[src/rtl/tpb_pkg.sv]
// Shared widths, types and sequence-number comparison for the parking buffer.
// Assumes sequence numbers do not wrap within the lifetime of a squash window.
package tpb_pkg;
    parameter int SEQ_W = 16;
    typedef logic [SEQ_W-1:0] seq_t;

    // True when sequence number a is younger (issued later) than b.
    function automatic logic is_younger(input seq_t a, input seq_t b);
        return a > b;
    endfunction
endpackage

[src/rtl/tpb_park_slot.sv]
// One parking register for a single thread. A park write has priority over
// a take (reactivation) in the same cycle. Assumes the caller only takes
// when it has read the held contents in that same cycle.
module tpb_park_slot #(
    parameter int INST_W = 32
) (
    input  logic                 clk,
    input  logic                 rst_n,
    input  logic                 park_we,
    input  logic [INST_W-1:0]    park_inst,
    input  tpb_pkg::seq_t        park_seq,
    input  logic                 take,
    output logic                 occupied,
    output logic [INST_W-1:0]    held_inst,
    output tpb_pkg::seq_t        held_seq
);
    // Slot update: load on park, clear on take.
    always_ff @(posedge clk) begin
        if (!rst_n) begin
            occupied  <= 1'b0;
            held_inst <= '0;
            held_seq  <= '0;
        end else if (park_we) begin
            occupied  <= 1'b1;
            held_inst <= park_inst;
            held_seq  <= park_seq;
        end else if (take) begin
            occupied  <= 1'b0;
        end
    end

    a_r2_slot_fills: assert property (@(posedge clk) disable iff (!rst_n)
        park_we |=> occupied);
    a_r4_slot_clears: assert property (@(posedge clk) disable iff (!rst_n)
        (take && !park_we) |=> !occupied);
endmodule

[src/rtl/tpb_squash_filter.sv]
// Combines the miss-driven squash and a stage squash arriving in one cycle,
// drops a younger duplicate on the same thread, and decides whether a
// forwarding candidate lies beyond a squash point in force this cycle.
// Purely combinational; assumes at most one of each source per cycle.
module tpb_squash_filter #(
    parameter int NTHR  = 4,
    parameter int TID_W = 2
) (
    input  logic                          miss_acc,
    input  logic [TID_W-1:0]              miss_tid,
    input  tpb_pkg::seq_t                 miss_seq,
    input  logic                          br_valid,
    input  logic [TID_W-1:0]              br_tid,
    input  tpb_pkg::seq_t                 br_seq,
    input  tpb_pkg::seq_t                 br_point,
    input  logic                          fwd_valid,
    input  logic [TID_W-1:0]              fwd_tid,
    input  tpb_pkg::seq_t                 fwd_seq,
    output logic [NTHR-1:0]               sq_now,
    output tpb_pkg::seq_t [NTHR-1:0]      sq_pt,
    output logic                          fwd_allow
);
    import tpb_pkg::*;

    logic br_dropped;

    // Drop a stage squash made redundant by an older same-thread miss squash.
    always_comb begin
        br_dropped = miss_acc && br_valid && (br_tid == miss_tid)
                     && is_younger(br_seq, miss_seq);
    end

    for (genvar t = 0; t < NTHR; t++) begin : g_thr
        // Per-thread squash point in force this cycle; stage squash wins.
        always_comb begin
            sq_now[t] = 1'b0;
            sq_pt[t]  = '0;
            if (br_valid && !br_dropped && br_tid == TID_W'(t)) begin
                sq_now[t] = 1'b1;
                sq_pt[t]  = br_point;
            end else if (miss_acc && miss_tid == TID_W'(t)) begin
                sq_now[t] = 1'b1;
                sq_pt[t]  = miss_seq;
            end
        end
    end

    // Hold back candidates younger than this cycle's squash point.
    always_comb begin
        fwd_allow = fwd_valid &&
                    !(sq_now[fwd_tid] && is_younger(fwd_seq, sq_pt[fwd_tid]));
    end
endmodule

[src/rtl/thread_park_buffer.sv]
// Top of the switch-on-miss parking buffer. Parks a missing instruction per
// thread, emits squash/suspend/wake pulses one cycle later, and returns the
// parked instruction with a PC-update request on reactivation.
// Assumes at most one miss and one reactivation per cycle.
module thread_park_buffer #(
    parameter int NTHR   = 4,
    parameter int INST_W = 32,
    parameter int CNT_W  = 16
) (
    input  logic                              clk,
    input  logic                              rst_n,
    input  logic                              mode_switch_on_miss,
    input  logic                              next_stage_present,
    input  logic                              miss_valid,
    input  logic [$clog2(NTHR)-1:0]           miss_tid,
    input  logic [tpb_pkg::SEQ_W-1:0]         miss_seq,
    input  logic [INST_W-1:0]                 miss_inst,
    input  logic                              react_valid,
    input  logic [$clog2(NTHR)-1:0]           react_tid,
    input  logic                              br_valid,
    input  logic [$clog2(NTHR)-1:0]           br_tid,
    input  logic [tpb_pkg::SEQ_W-1:0]         br_seq,
    input  logic [tpb_pkg::SEQ_W-1:0]         br_point,
    input  logic                              fwd_valid,
    input  logic [$clog2(NTHR)-1:0]           fwd_tid,
    input  logic [tpb_pkg::SEQ_W-1:0]         fwd_seq,
    output logic                              fwd_allow,
    output logic [NTHR-1:0]                   squash_valid,
    output logic [NTHR*tpb_pkg::SEQ_W-1:0]    squash_seq,
    output logic                              squash_to_next,
    output logic                              suspend_valid,
    output logic [$clog2(NTHR)-1:0]           suspend_tid,
    output logic                              activate_next,
    output logic                              reinsert_valid,
    output logic [$clog2(NTHR)-1:0]           reinsert_tid,
    output logic [INST_W-1:0]                 reinsert_inst,
    output logic [tpb_pkg::SEQ_W-1:0]         reinsert_seq,
    output logic                              pc_update_valid,
    output logic [CNT_W-1:0]                  ctx_switch_count
);
    import tpb_pkg::*;

    localparam int TID_W = $clog2(NTHR);

    logic                     miss_acc;
    logic [NTHR-1:0]          occ;
    logic [NTHR-1:0][INST_W-1:0] h_inst;
    seq_t [NTHR-1:0]          h_seq;
    logic [NTHR-1:0]          sq_now;
    seq_t [NTHR-1:0]          sq_pt;
    logic                     hit;

    // Parking is allowed only in switch-on-miss mode.
    always_comb miss_acc = mode_switch_on_miss && miss_valid;
    // Reactivation finds something to return.
    always_comb hit = react_valid && occ[react_tid];

    for (genvar t = 0; t < NTHR; t++) begin : g_slot
        tpb_park_slot #(.INST_W(INST_W)) u_slot (
            .clk       (clk),
            .rst_n     (rst_n),
            .park_we   (miss_acc && miss_tid == TID_W'(t)),
            .park_inst (miss_inst),
            .park_seq  (miss_seq),
            .take      (react_valid && react_tid == TID_W'(t)),
            .occupied  (occ[t]),
            .held_inst (h_inst[t]),
            .held_seq  (h_seq[t])
        );
    end

    tpb_squash_filter #(.NTHR(NTHR), .TID_W(TID_W)) u_filt (
        .miss_acc  (miss_acc),
        .miss_tid  (miss_tid),
        .miss_seq  (miss_seq),
        .br_valid  (br_valid),
        .br_tid    (br_tid),
        .br_seq    (br_seq),
        .br_point  (br_point),
        .fwd_valid (fwd_valid),
        .fwd_tid   (fwd_tid),
        .fwd_seq   (fwd_seq),
        .sq_now    (sq_now),
        .sq_pt     (sq_pt),
        .fwd_allow (fwd_allow)
    );

    // Register squash, suspend and wake pulses one cycle after the cause.
    always_ff @(posedge clk) begin
        if (!rst_n) begin
            squash_valid   <= '0;
            squash_seq     <= '0;
            squash_to_next <= 1'b0;
            suspend_valid  <= 1'b0;
            suspend_tid    <= '0;
            activate_next  <= 1'b0;
        end else begin
            squash_valid   <= sq_now;
            squash_seq     <= sq_pt;
            squash_to_next <= next_stage_present;
            suspend_valid  <= miss_acc;
            suspend_tid    <= miss_acc ? miss_tid : '0;
            activate_next  <= miss_acc;
        end
    end

    // Return the parked instruction and count the context switch.
    always_ff @(posedge clk) begin
        if (!rst_n) begin
            reinsert_valid   <= 1'b0;
            reinsert_tid     <= '0;
            reinsert_inst    <= '0;
            reinsert_seq     <= '0;
            pc_update_valid  <= 1'b0;
            ctx_switch_count <= '0;
        end else begin
            reinsert_valid   <= hit;
            pc_update_valid  <= hit;
            reinsert_tid     <= hit ? react_tid : '0;
            reinsert_inst    <= hit ? h_inst[react_tid] : '0;
            reinsert_seq     <= hit ? h_seq[react_tid] : '0;
            ctx_switch_count <= ctx_switch_count + CNT_W'(hit);
        end
    end

    a_r2_suspend_follows_miss: assert property (@(posedge clk) disable iff (!rst_n)
        (mode_switch_on_miss && miss_valid) |=>
            (suspend_valid && activate_next && suspend_tid == $past(miss_tid)));
    a_r2_quiet_without_park: assert property (@(posedge clk) disable iff (!rst_n)
        !(mode_switch_on_miss && miss_valid) |=> (!suspend_valid && !activate_next));
    a_r4_reinsert_needs_react: assert property (@(posedge clk) disable iff (!rst_n)
        !react_valid |=> !reinsert_valid);
    a_r8_count_step: assert property (@(posedge clk) disable iff (!rst_n)
        reinsert_valid |-> ctx_switch_count == $past(ctx_switch_count) + CNT_W'(1));
    a_r8_count_hold: assert property (@(posedge clk) disable iff (!rst_n)
        !reinsert_valid |-> $stable(ctx_switch_count));
endmodule

[config.mk]
export PLATFORM = sky130hd
export DESIGN_NAME = thread_park_buffer
export DESIGN_NICKNAME = d
export VERILOG_FILES = /design/src/rtl/tpb_pkg.sv /design/src/rtl/tpb_park_slot.sv /design/src/rtl/tpb_squash_filter.sv /design/src/rtl/thread_park_buffer.sv
export SDC_FILE = /design/constraint.sdc
export NUM_CORES = 1
export LEC_CHECK = 0
export BUFFER_PORTS_ARGS = -buffer_cell sky130_fd_sc_hd__buf_2
export CAP_MARGIN = 10
export CORE_MARGIN = 2
export CORE_UTILIZATION = 50
export CTS_CLUSTER_DIAMETER = 120
export DETAILED_ROUTE_END_ITERATION = 7
export MAX_ROUTING_LAYER = met4
export PLACE_DENSITY = 0.69
export RECOVER_POWER = 25
export SKIP_CTS_REPAIR_TIMING = 1
export SLEW_MARGIN = 15
export SYNTH_ARGS = -nofsm -noshare
export SYNTH_HDL_FRONTEND = slang
export SYNTH_SLANG_ARGS = --single-unit
[constraint.sdc]
create_clock -name clk -period 6.5 [get_ports clk]
set_input_delay 0.65 -clock clk [delete_from_list [all_inputs] [get_ports clk]]
set_output_delay 0.65 -clock clk [all_outputs]
set_load 0.05 [all_outputs]
## Yosys cells after proc, flatten, opt, wreduce, memory -nomap -nowiden

Cells that the tools add are included.

| storage, ports and cells | value |
|---|---|
| register bits | 335 |
| input bits | 112 |

| cells by class | value |
|---|---|
| $add $sub $neg | 1 |
| order comparisons | 4 |
| equal/unequal tests | 10 |
| multiplexer cells | 34 |
| reduce and logical (&&, ||, !) cells | 31 |

Operator list:

| kind | count |
|---|---|
| 16-bit 2-to-1 mux | 10 |
| 16-bit binary-select mux with 2-bit select | 2 |
| 32-bit binary-select mux with 2-bit select | 1 |
| 16-bit greater-than comparator | 2 |
| 32-bit 2-to-1 mux | 1 |
| 1-bit logical AND | 20 |
| 1-bit 2-to-1 mux | 18 |
| 16-bit by 1-bit adder with 16-bit output | 1 |
| 2-bit == test, second input constant | 6 |
| 2-bit nonzero test | 4 |
| 2-bit by 1-bit == test with 1-bit output, second input constant | 3 |
| 2-bit logical NOT | 3 |
| 2-bit by 3-bit < comparator with 1-bit output, second input constant | 2 |
| 1-bit binary-select mux with 2-bit select | 2 |
| 2-bit AND reduction | 2 |
| 2-bit == test | 1 |
| 1-bit logical NOT | 2 |

## Logic depth before layout (Yosys ltp)

Gate-level depths: netlist of run 1.

| depth | value |
|---|---|
| depth after elaboration | 14 |
| mapped depth | 19 |

## Hierarchy

A second synthesis of run 1 with hierarchy kept.

| second synthesis, totals | value |
|---|---|
| cell total of the unflattened synthesis | 1,584 |
| area, all modules | 16,062.9 um2 |

By module, submodules not included:

| module | instances | cells each | area each (um2) | sequential area each (um2) |
|---|---|---|---|---|
| tpb_park_slot | 4 | 158 | 1,860.5 | 980.9 |
| thread_park_buffer | 1 | 412 | 5,251.3 | 2,782.7 |
| tpb_squash_filter | 1 | 540 | 3,369.5 | 0.0 |

## Worst setup path after synthesis of run 1

OpenSTA, ideal clock, no wires.

| timing | value |
|---|---|
| path type | input-to-output |
| start point | input miss_seq[14] (netlist bit) |
| end point | output fwd_allow |
| arrival | 5,015 ps |
| slack | 835 ps |
| stages on the path | 18 |
| buffers on the path | 2 |
| cell sequence | inv_1 -> ha_1 -> nand4_2 -> nor3_1 -> a21boi_1 -> o41a_1 -> nor4bb_1 -> clkbuf_1 -> buf_2 -> mux2_2 -> mux4_2 -> ha_1 -> and4_1 -> a21oi_1 -> nand2_1 -> a221o_1 -> o22ai_1 -> o41a_1 |

| between the ends | value |
|---|---|
| word-level cells in the longest chain between the ends | 12 |
| elaborated cells on any way between the ends | 28 |

Ends and longest elaborated chain:

| item | RTL line | source |
|---|---|---|
| from (decl) | thread_park_buffer.sv:16 | `input logic [tpb_pkg::SEQ_W-1:0] miss_seq,` |
| 16-bit greater-than comparator | tpb_pkg.sv:9 | `return a > b;` |
| 1-bit logical AND | tpb_squash_filter.sv:30 | `&& is_younger(br_seq, miss_seq);` |
| 1-bit logical NOT | tpb_squash_filter.sv:38 | `if (br_valid && !br_dropped && br_tid == TID_W'(t)) begin` |
| 1-bit logical AND (2 in a row) | tpb_squash_filter.sv:38 |  |
| 16-bit 2-to-1 mux | tpb_squash_filter.sv:38 |  |
| 16-bit binary-select mux with 2-bit select | tpb_squash_filter.sv:51 | `!(sq_now[fwd_tid] && is_younger(fwd_seq, sq_pt[fwd_tid]));` |
| 16-bit 2-to-1 mux (not written as such) | tpb_squash_filter.sv:51 |  |
| 16-bit greater-than comparator | tpb_pkg.sv:9 |  |
| 1-bit logical AND * | tpb_squash_filter.sv:51 |  |
| 1-bit logical NOT * | tpb_squash_filter.sv:51 |  |
| 1-bit logical AND * | tpb_squash_filter.sv:50 | `fwd_allow = fwd_valid &&` |
| to (decl) | thread_park_buffer.sv:27 | `output logic fwd_allow,` |

Mark *: on every way between the ends. The rest lies on a longest branch, timed or not. The select of a mux whose other input is x is not followed.

## Worst setup path in the final report of run 1

| timing | value |
|---|---|
| start point | input miss_seq[5] (netlist bit) |
| end point | output fwd_allow |

The elaborated chain is that of the path after synthesis.

==> impl_results.md, run 1 <==
- Reg power frac: 45.7%
- Reg2reg path depth: 8
- Core Area: between 0.02 and 0.03 mm²
- Psw: 1090 µW
- DR vias/cell: about 5.4
- Worst EP required: 5.85 ns
- Post-Route WL: just over 40000 µm
- DRC: 0
- Longest Clk Path Bufs: 3
- Max_cap viols: 1
- Largest family of logic cells by synthesized area: simple AND/OR/NAND/NOR gates
- Number of buffers created by CTS: 36
- R2R Path Start: g_slot[3].u_slot.occupied
- Hold Path Origin: next_stage_present
- Synth Area in Compound Gates: roughly 12%
- Crit. End Element: output port
- Setup Slack @ Placement: about 0.35 ns
- PwrDens: between 200 and 300 mW/mm²
- Slowest cell on crit path: or4b_1
- Fillcell total: roughly 2500
- Die Span Y: approximately 170 µm
- Hold Fails Final Rpt: 0
- Worst path arrival time: roughly 5.5 ns
- Vias in the first global route: ~11000
- Synth Area per Inst: 9.79 µm²
- Mapped Area: roughly 0.014 mm²
- Layout Nets: roughly 1800
- Worst-path clk slew: 0.06 ns
- Post-synthesis sequential area ratio: around 46%
- Tmin final: just over 6 ns
- Asr flop ratio synth: 0%
- Clock latency on the worst-skew pair: around 0.52 ns
- Final Max Tran Viols: approximately 110
- Initial Utilization: 50.6%
- Overall global routing resource usage: 26.9%
- Primary FF master, synth: dfxtp_1
- Largest stage delay, worst path: between 0.5 and 0.6 ns
- WL/cell: around 19 µm
- Relative slew slack: -147%
- Clock Tree Root: clkbuf_16
- R2R Path End: ctx_switch_count[14]
- Static leakage: 0.00657 µW
- Initial antenna violation count: 6
- Initial DRC count: 903
- PortBufs: roughly 250
- Max Fclk: approximately 0.16 GHz
- Sink Count: about 340
- CP Cell Sequence: buf_2, inv_1, ha_1, a41oi_1, o21ai_0, o2bb2ai_1, o41a_1, or4b_1, buf_4, mux2_4, mux4_2, ha_1, a21oi_1, nor2b_1, o21ai_0, nand2_1, a221o_1, o22ai_1, o41a_1, buf_2
- First-pass GRT wire length: 62400 µm
- RSZ-0062 raised after global routing: no
- Post-Synth Simple-Gate Area: a little under a fifth
- Reg2Reg Setup Slack: 4.41 ns
- Status: finished, violations left
- Rows: 62
- Worst hold endpoint: squash_to_next
- Max VDD drop: 0.000196 V
- Mux cell area share after synthesis: between 10% and 20%
- Die width: 174 µm
- Setup_tns: 0 ns
- DR pass1 iterations: 5
- Fraction of layout cells with a size suffix above 1: a little over a fifth
- Clock Skew: about 0.020 ns
- Adder-cell share of the synthesized area: between 2 and 3%
- Vias: ~11000
- Fin crit share: about 95%
- Area of the die: approximately 0.03 mm²
- Yosys warning count: 0
- Crit-path max FO: 12
- EDFF count, synth: 0
- Switch share: 23.6%
- Comb power frac: around 9%
- Min setup slack post-route: approximately 0.33 ns
- CP startpoint kind: primary input
- Routability congestion estimate: between 0.9 and 1
- H-tree levels: 2
- Clock share of power: between 40% and 50%
- Hold depth: 2
- Area grow syn2layout: 18.2%
- Post-Synthesis Cells: roughly 1500
- DP HPWL: 26000 µm
- Worst slew pin tran: around 3.7 ns
- Crit Path Class: in -> out
- Largest net degree at the start of global routing: 123
- Post-route ant nets: 0
- Total grt overflow: 0
- Worst min-delay path class: in -> reg
- Yosys reg bits: around 340
- Final setup viols: 0
- Io pins: ~250
- Syn nets: between 1500 and 2000
- XOR/XNOR share of the synthesized area: less than 1%
- CTS tree: yes
- Failing checks: max-capacitance violations, max-slew violations
- Internal Power: roughly 3500 µW
- Yosys cell types: 47
==> synthesized netlist by cell type (all sizes together) (2+ instances only) <==
library cell	n	share of area [%]
a21boi	197	10
nand3	9	0.31
o41a	2	0.16
xnor2	11	0.67
xor2	4	0.24
ha	34	2.9
nor2b	67	2.9
mux2	64	5.2
and4	6	0.36
nand2	389	10
nand4	7	0.35
and2	29	1.3
nor2	7	0.18
or3	2	0.087
o21ai	7	0.24
o21a	6	0.31
buf	20	0.66
clkbuf	92	2.4
nor3	3	0.14
inv	35	0.91
o211ai	2	0.14
and3	55	2.4
mux4	65	10
a21o	3	0.16
dfxtp	335	46
a21oi	13	0.45
==> sequential cells by signal, indices dropped and copies added, names as in the netlist <==
name                     count
squash_to_next               1
g_slot.u_slot.occupied       4
squash_valid                 4
reinsert_inst               32
squash_seq                  64
g_slot.u_slot.held_seq      64
reinsert_tid                 2
suspend_tid                  2
pc_update_valid              1
activate_next                1
g_slot.u_slot.held_inst    128
reinsert_seq                16
ctx_switch_count            16
==> worst max-delay path, delay by kind of cell <==
kind            cells  cell delay, ns
compound gates      9            2.08
mux                 2            0.78
buf+inv             4            0.71
simple gates        3            0.67
fa+ha+maj           2            0.61
==> power groups by stage <==
stage | clock network [µW] | logic [µW] | registers (µW)
after CTS | 2130 | 405 | 2110
after global placement | 0 | 398 | 2150
after detailed placement | 0 | 403 | 2150
after global routing | 2210 | 435 | 2110
after floorplan | 0 | 218 | 2190
final | 2090 | 405 | 2110
==> logic make-up (layout without fill, tap and decap cells) <==
family / Yosys count / in the layout
adders and majority gates: 34 / 34
xor gates and xnor gates: 15 / 15
other: 0 / 6
buffers and inverters: 147 / 377
and+or+nand+nor: 579 / 579
DFF: 335 / 335
AOI/OAI and AO/OA: 237 / 237
muxes: 129 / 129
==> worst max path at each step <==
stage	cells past startpoint	end	from
finish	20	fwd_allow	miss_seq[5]
global route	20	fwd_allow	miss_seq[5]
CTS	20	fwd_allow	miss_seq[5]
detailed placement	20	fwd_allow	miss_seq[5]
global placement	20	fwd_allow	miss_seq[5]
floorplan	18	fwd_allow	miss_seq[14]
==> per-layer routing <==
| metal | GRT usage, % | vias to the layer above | routed length, µm |
|---|---|---|---|
| met2 | 44.2 | 423 | 19200 |
| li1 | - | 5424 | - |
| met4 | 7.67 | 0 | 762 |
| met5 | - | - | 0 |
| met3 | 4.40 | 61 | 2920 |
| met1 | 34.6 | 5463 | 17500 |
==> cells in the final DEF, fill, tap and decap left out, types with 2 or more instances in the layout <==
cell / synthesis / final
a21boi_0: 196 / 196
a21o_1: 3 / 3
a21oi_1: 13 / 13
and2_1: 27 / 26
and2_2: 0 / 2
and3_1: 55 / 54
and4_1: 6 / 6
buf_2: 1 / 138
buf_4: 3 / 26
bufinv_16: 0 / 4
clkbuf_1: 92 / 119
clkbuf_16: 0 / 37
clkbuf_8: 0 / 6
clkinv_2: 0 / 10
dfxtp_1: 335 / 335
diode_2: 0 / 6
ha_1: 34 / 34
inv_1: 35 / 35
mux2_2: 56 / 56
mux2_4: 8 / 8
mux4_2: 65 / 65
nand2_1: 389 / 388
nand3_1: 9 / 8
nand4_1: 6 / 6
nor2_1: 7 / 5
nor2b_1: 67 / 67
o21a_1: 6 / 6
o21ai_0: 7 / 7
o41a_1: 2 / 2
xnor2_1: 11 / 11
xor2_1: 4 / 4
==> area by class of cell <==
class	instances	area (µm²)	area share (%)
Timing Repair Buffer	278	1310	7.69
Tap cell	384	480	2.81
Inverter	35	131	0.769
Clock inverter	16	188	1.10
Clock buffer	48	1030	6.01
Antenna cell	6	15.0	0.0879
Sequential cell	335	6710	39.3
Multi-Input combinational cell	994	7220	42.3
==> stage by stage <==
stage / cell area, µm² / power, µW / cells / hold slack [ns] / util [%]
finish: 17100 / 4610 / 2096 / 0.348 / 59.8
global route: 17100 / 4760 / 2096 / 0.342 / 59.8
CTS: 17200 / 4640 / 2090 / 0.331 / 60.3
detailed placement: 16000 / 2550 / 2026 / 0.456 / 56.1
global placement: 16000 / 2550 / 2026 / 0.448 / 56.1
floorplan: 14500 / 2410 / 1476 / 0.440 / -
Power figures use the tool's default switching activity.
==> run 2, diff against run 1 <==
--- a/config.mk
+++ b/config.mk
@@ -13,7 +13,6 @@
 export DETAILED_ROUTE_END_ITERATION = 7
 export MAX_ROUTING_LAYER = met4
 export PLACE_DENSITY = 0.69
-export RECOVER_POWER = 25
 export SKIP_CTS_REPAIR_TIMING = 1
 export SLEW_MARGIN = 15
 export SYNTH_ARGS = -nofsm -noshare
==> run 2 against run 1 <==
The flow now finishes without violations. Register-to-register slack better by 0.02 ns. Clock power hardly changed. Final cell count stayed put. Largest cell class unchanged. Highest routed layer unchanged.
==> impl_results.md, run 2 (synthesis results as in run 1) <==
- Layout Nets: 1826 (unchanged)
- Io pins: 254 (unchanged)
- H-tree levels: 2 (unchanged)
- Initial DRC count: 953 (+5.5%)
- Relative slew slack: 35.1% (+180 points)
- Clock Tree Root: clkbuf_16
- DR vias/cell: 5.44 (+0.29%)
- First-pass GRT wire length: 62400 µm (unchanged)
- Worst slew pin tran: 0.973 ns (-2.73 ns)
- WHS: 0.351 ns (+0.00340 ns)
- R2R Path End: ctx_switch_count[14]
- Max reg flops: 128 (unchanged)
- DP HPWL: 26000 µm (unchanged)
- Commonest non-fill, non-tap cell in the layout: nand2_1
- Worst EP required: 5.85 ns (about the same)
- Largest net degree at the start of global routing: 123 (unchanged)
- Fraction of layout cells with a size suffix above 1: 28.1% (+6.7 points)
- Area of the die: 0.0303 mm² (unchanged)
- Reg2Reg Setup Slack: 4.43 ns (+0.02 ns)
- Max_cap viols: 0 (-1)
- Fin crit share: 94.9% (about the same)
- Crit. End Element: output port
- Longest Clk Path Bufs: 3 (unchanged)
- Regs by FF count: g_slot.u_slot.held_inst: 128 flops, g_slot.u_slot.held_seq: 64 flops, squash_seq: 64 flops
- Slowest cell on crit path: or4b_1
- Crit-path max FO: 12 (unchanged)
- Initial Utilization: 50.6% (unchanged)
- RSZ-0062 raised after global routing: no
- Number of buffers created by CTS: 36 (unchanged)
- Multi-input gate area: 0.00722 mm² (unchanged)
- Reg2reg path depth: 8 (unchanged)
- Clock Skew: 0.0195 ns (-0.000785 ns)
- Overall global routing resource usage: 26.9% (unchanged)
- Setup_tns: 0 ns (unchanged)
- Max VDD drop: 0.000200 V (+2.0%)
- Post-Route WL: 40300 µm (-0.12%)
- CP Depth: 20 (unchanged)
- Buf/Inv on CP: 4 (unchanged)
- PwrDens: 267 mW/mm² (-0.88%)
- Rows: 62 (unchanged)
- Post-route ant nets: 0 (unchanged)
- Clock latency on the worst-skew pair: 0.52 ns (about the same)
- Largest stage delay, worst path: 0.53 ns (about the same)
- Static leakage: 0.00706 µW (+7.5%)
- Hold depth: 2 (unchanged)
- Die Span Y: 174 µm (unchanged)
- Vias: 11400 (+0.29%)
- Hold Fails Final Rpt: 0 (unchanged)
- Fillcell total: 2474 (-2.0%)
- Worst path arrival time: 5.52 ns (about the same)
- CP startpoint kind: primary input
- Total grt overflow: 0 (unchanged)
- DRC: 0 (unchanged)
- Area grow syn2layout: 19.2%
- Initial antenna violation count: 6 (unchanged)
- Final Max Tran Viols: 0 (-100%)
- Sink Count: 335 (unchanged)
- R2R Path Start: g_slot[3].u_slot.occupied
- DR pass1 iterations: 5 (unchanged)
- Register area: 0.00671 mm² (unchanged)
- Status: finished, final reports clean
- Worst min-delay path class: in -> reg
- Worst-path clk slew: 0.06 ns (about the same)
- Crit Path Class: in -> out
- CTS tree: yes
- WL/cell: 19.2 µm (-0.12%)
- Final setup viols: 0 (unchanged)
- PortBufs: 253 (unchanged)
- Tmin final: 6.17 ns (-0.00179 ns)
- Most frequent cells in the layout: nand2_1, dfxtp_1, buf_2, a21boi_0, nor2b_1
- Crit path max-delay family: compound AO/OA/AOI/OAI gates
- Die width: 174 µm (unchanged)
- CP Cell Sequence: buf_2, inv_1, ha_1, a41oi_1, o21ai_0, o2bb2ai_1, o41a_1, or4b_1, buf_4, mux2_4, mux4_2, ha_1, a21oi_1, nor2b_1, o21ai_0, nand2_1, a221o_1, o22ai_1, o41a_1, buf_2
- Largest register by flop count: g_slot.u_slot.held_inst
- Vias in the first global route: 11200 (unchanged)
- Routability congestion estimate: 0.914 (unchanged)
- Crit path to: fwd_allow
- CP Launch Point: miss_seq[5]
- Core Area: 0.0285 mm² (unchanged)
- Max Fclk: 0.162 GHz (about the same)
run 2: cell types whose count changed in the layout (fill, tap and decap cells not counted), sizes merged:
cell,before,now
buf,164,278
clkbuf,162,48
run 2: how the worst min path moves through the flow:
stage                                         startpoint                        endpoint
after detailed placement   g_slot[3].u_slot.held_seq[10]   g_slot[3].u_slot.held_seq[10]
after global placement    g_slot[3].u_slot.held_inst[21]  g_slot[3].u_slot.held_inst[21]
after floorplan            g_slot[2].u_slot.held_inst[0]   g_slot[2].u_slot.held_inst[0]
after CTS                             next_stage_present                  squash_to_next
after global routing                  next_stage_present                  squash_to_next
final                                 next_stage_present                  squash_to_next
run 2: layout make-up:
cell class	count	area share, %
repair buffers	278	8.49
diodes	6	0.0871
well taps	384	2.79
flip-flops and latches	335	38.9
clock buffers	48	5.96
multi-input cells	994	41.9
clock inverters	16	1.09
inverters	35	0.762
run 2: power by group:
group | switching, µW | leakage [µW] | internal (µW) | total, µW
clock network | 820 | 0.000609 | 1270 | 2090
registers | 14.7 | 0.00271 | 2090 | 2110
logic | 249 | 0.00374 | 158 | 407
run 2: per-layer routing:
metal | track usage (%) | vias to the layer above | wire length [µm]
li1 | - | 5428 | -
met1 | 34.6 | 5467 | 17600
met2 | 44.2 | 447 | 19100
met3 | 4.40 | 62 | 2880
met4 | 7.67 | 0 | 766
met5 | - | - | 0
run 2: worst register-to-register path, stage by stage, from the launching register on:
cell and delay (ns):
dfxtp_1 0.31, mux4_2 0.44, and2_2 0.23, ha_1 0.21
ha_1 0.21, and2_1 0.22, nand4_1 0.13, xnor2_1 0.07
and2_1 0.15
run 2: through the flow:
stage          setup slack [ns]  power (µW)  cells  util [%]  cell area, µm²
2_1_floorplan             0.835        2410   1476         -           14500
3_3_place_gp              0.457        2550   2026      56.1           16000
3_5_place_dp              0.352        2550   2026      56.1           16000
4_1_cts                   0.339        4640   2090      60.3           17200
5_1_grt                   0.202        4760   2096      60.4           17200
6_report                  0.329        4600   2096      60.4           17200
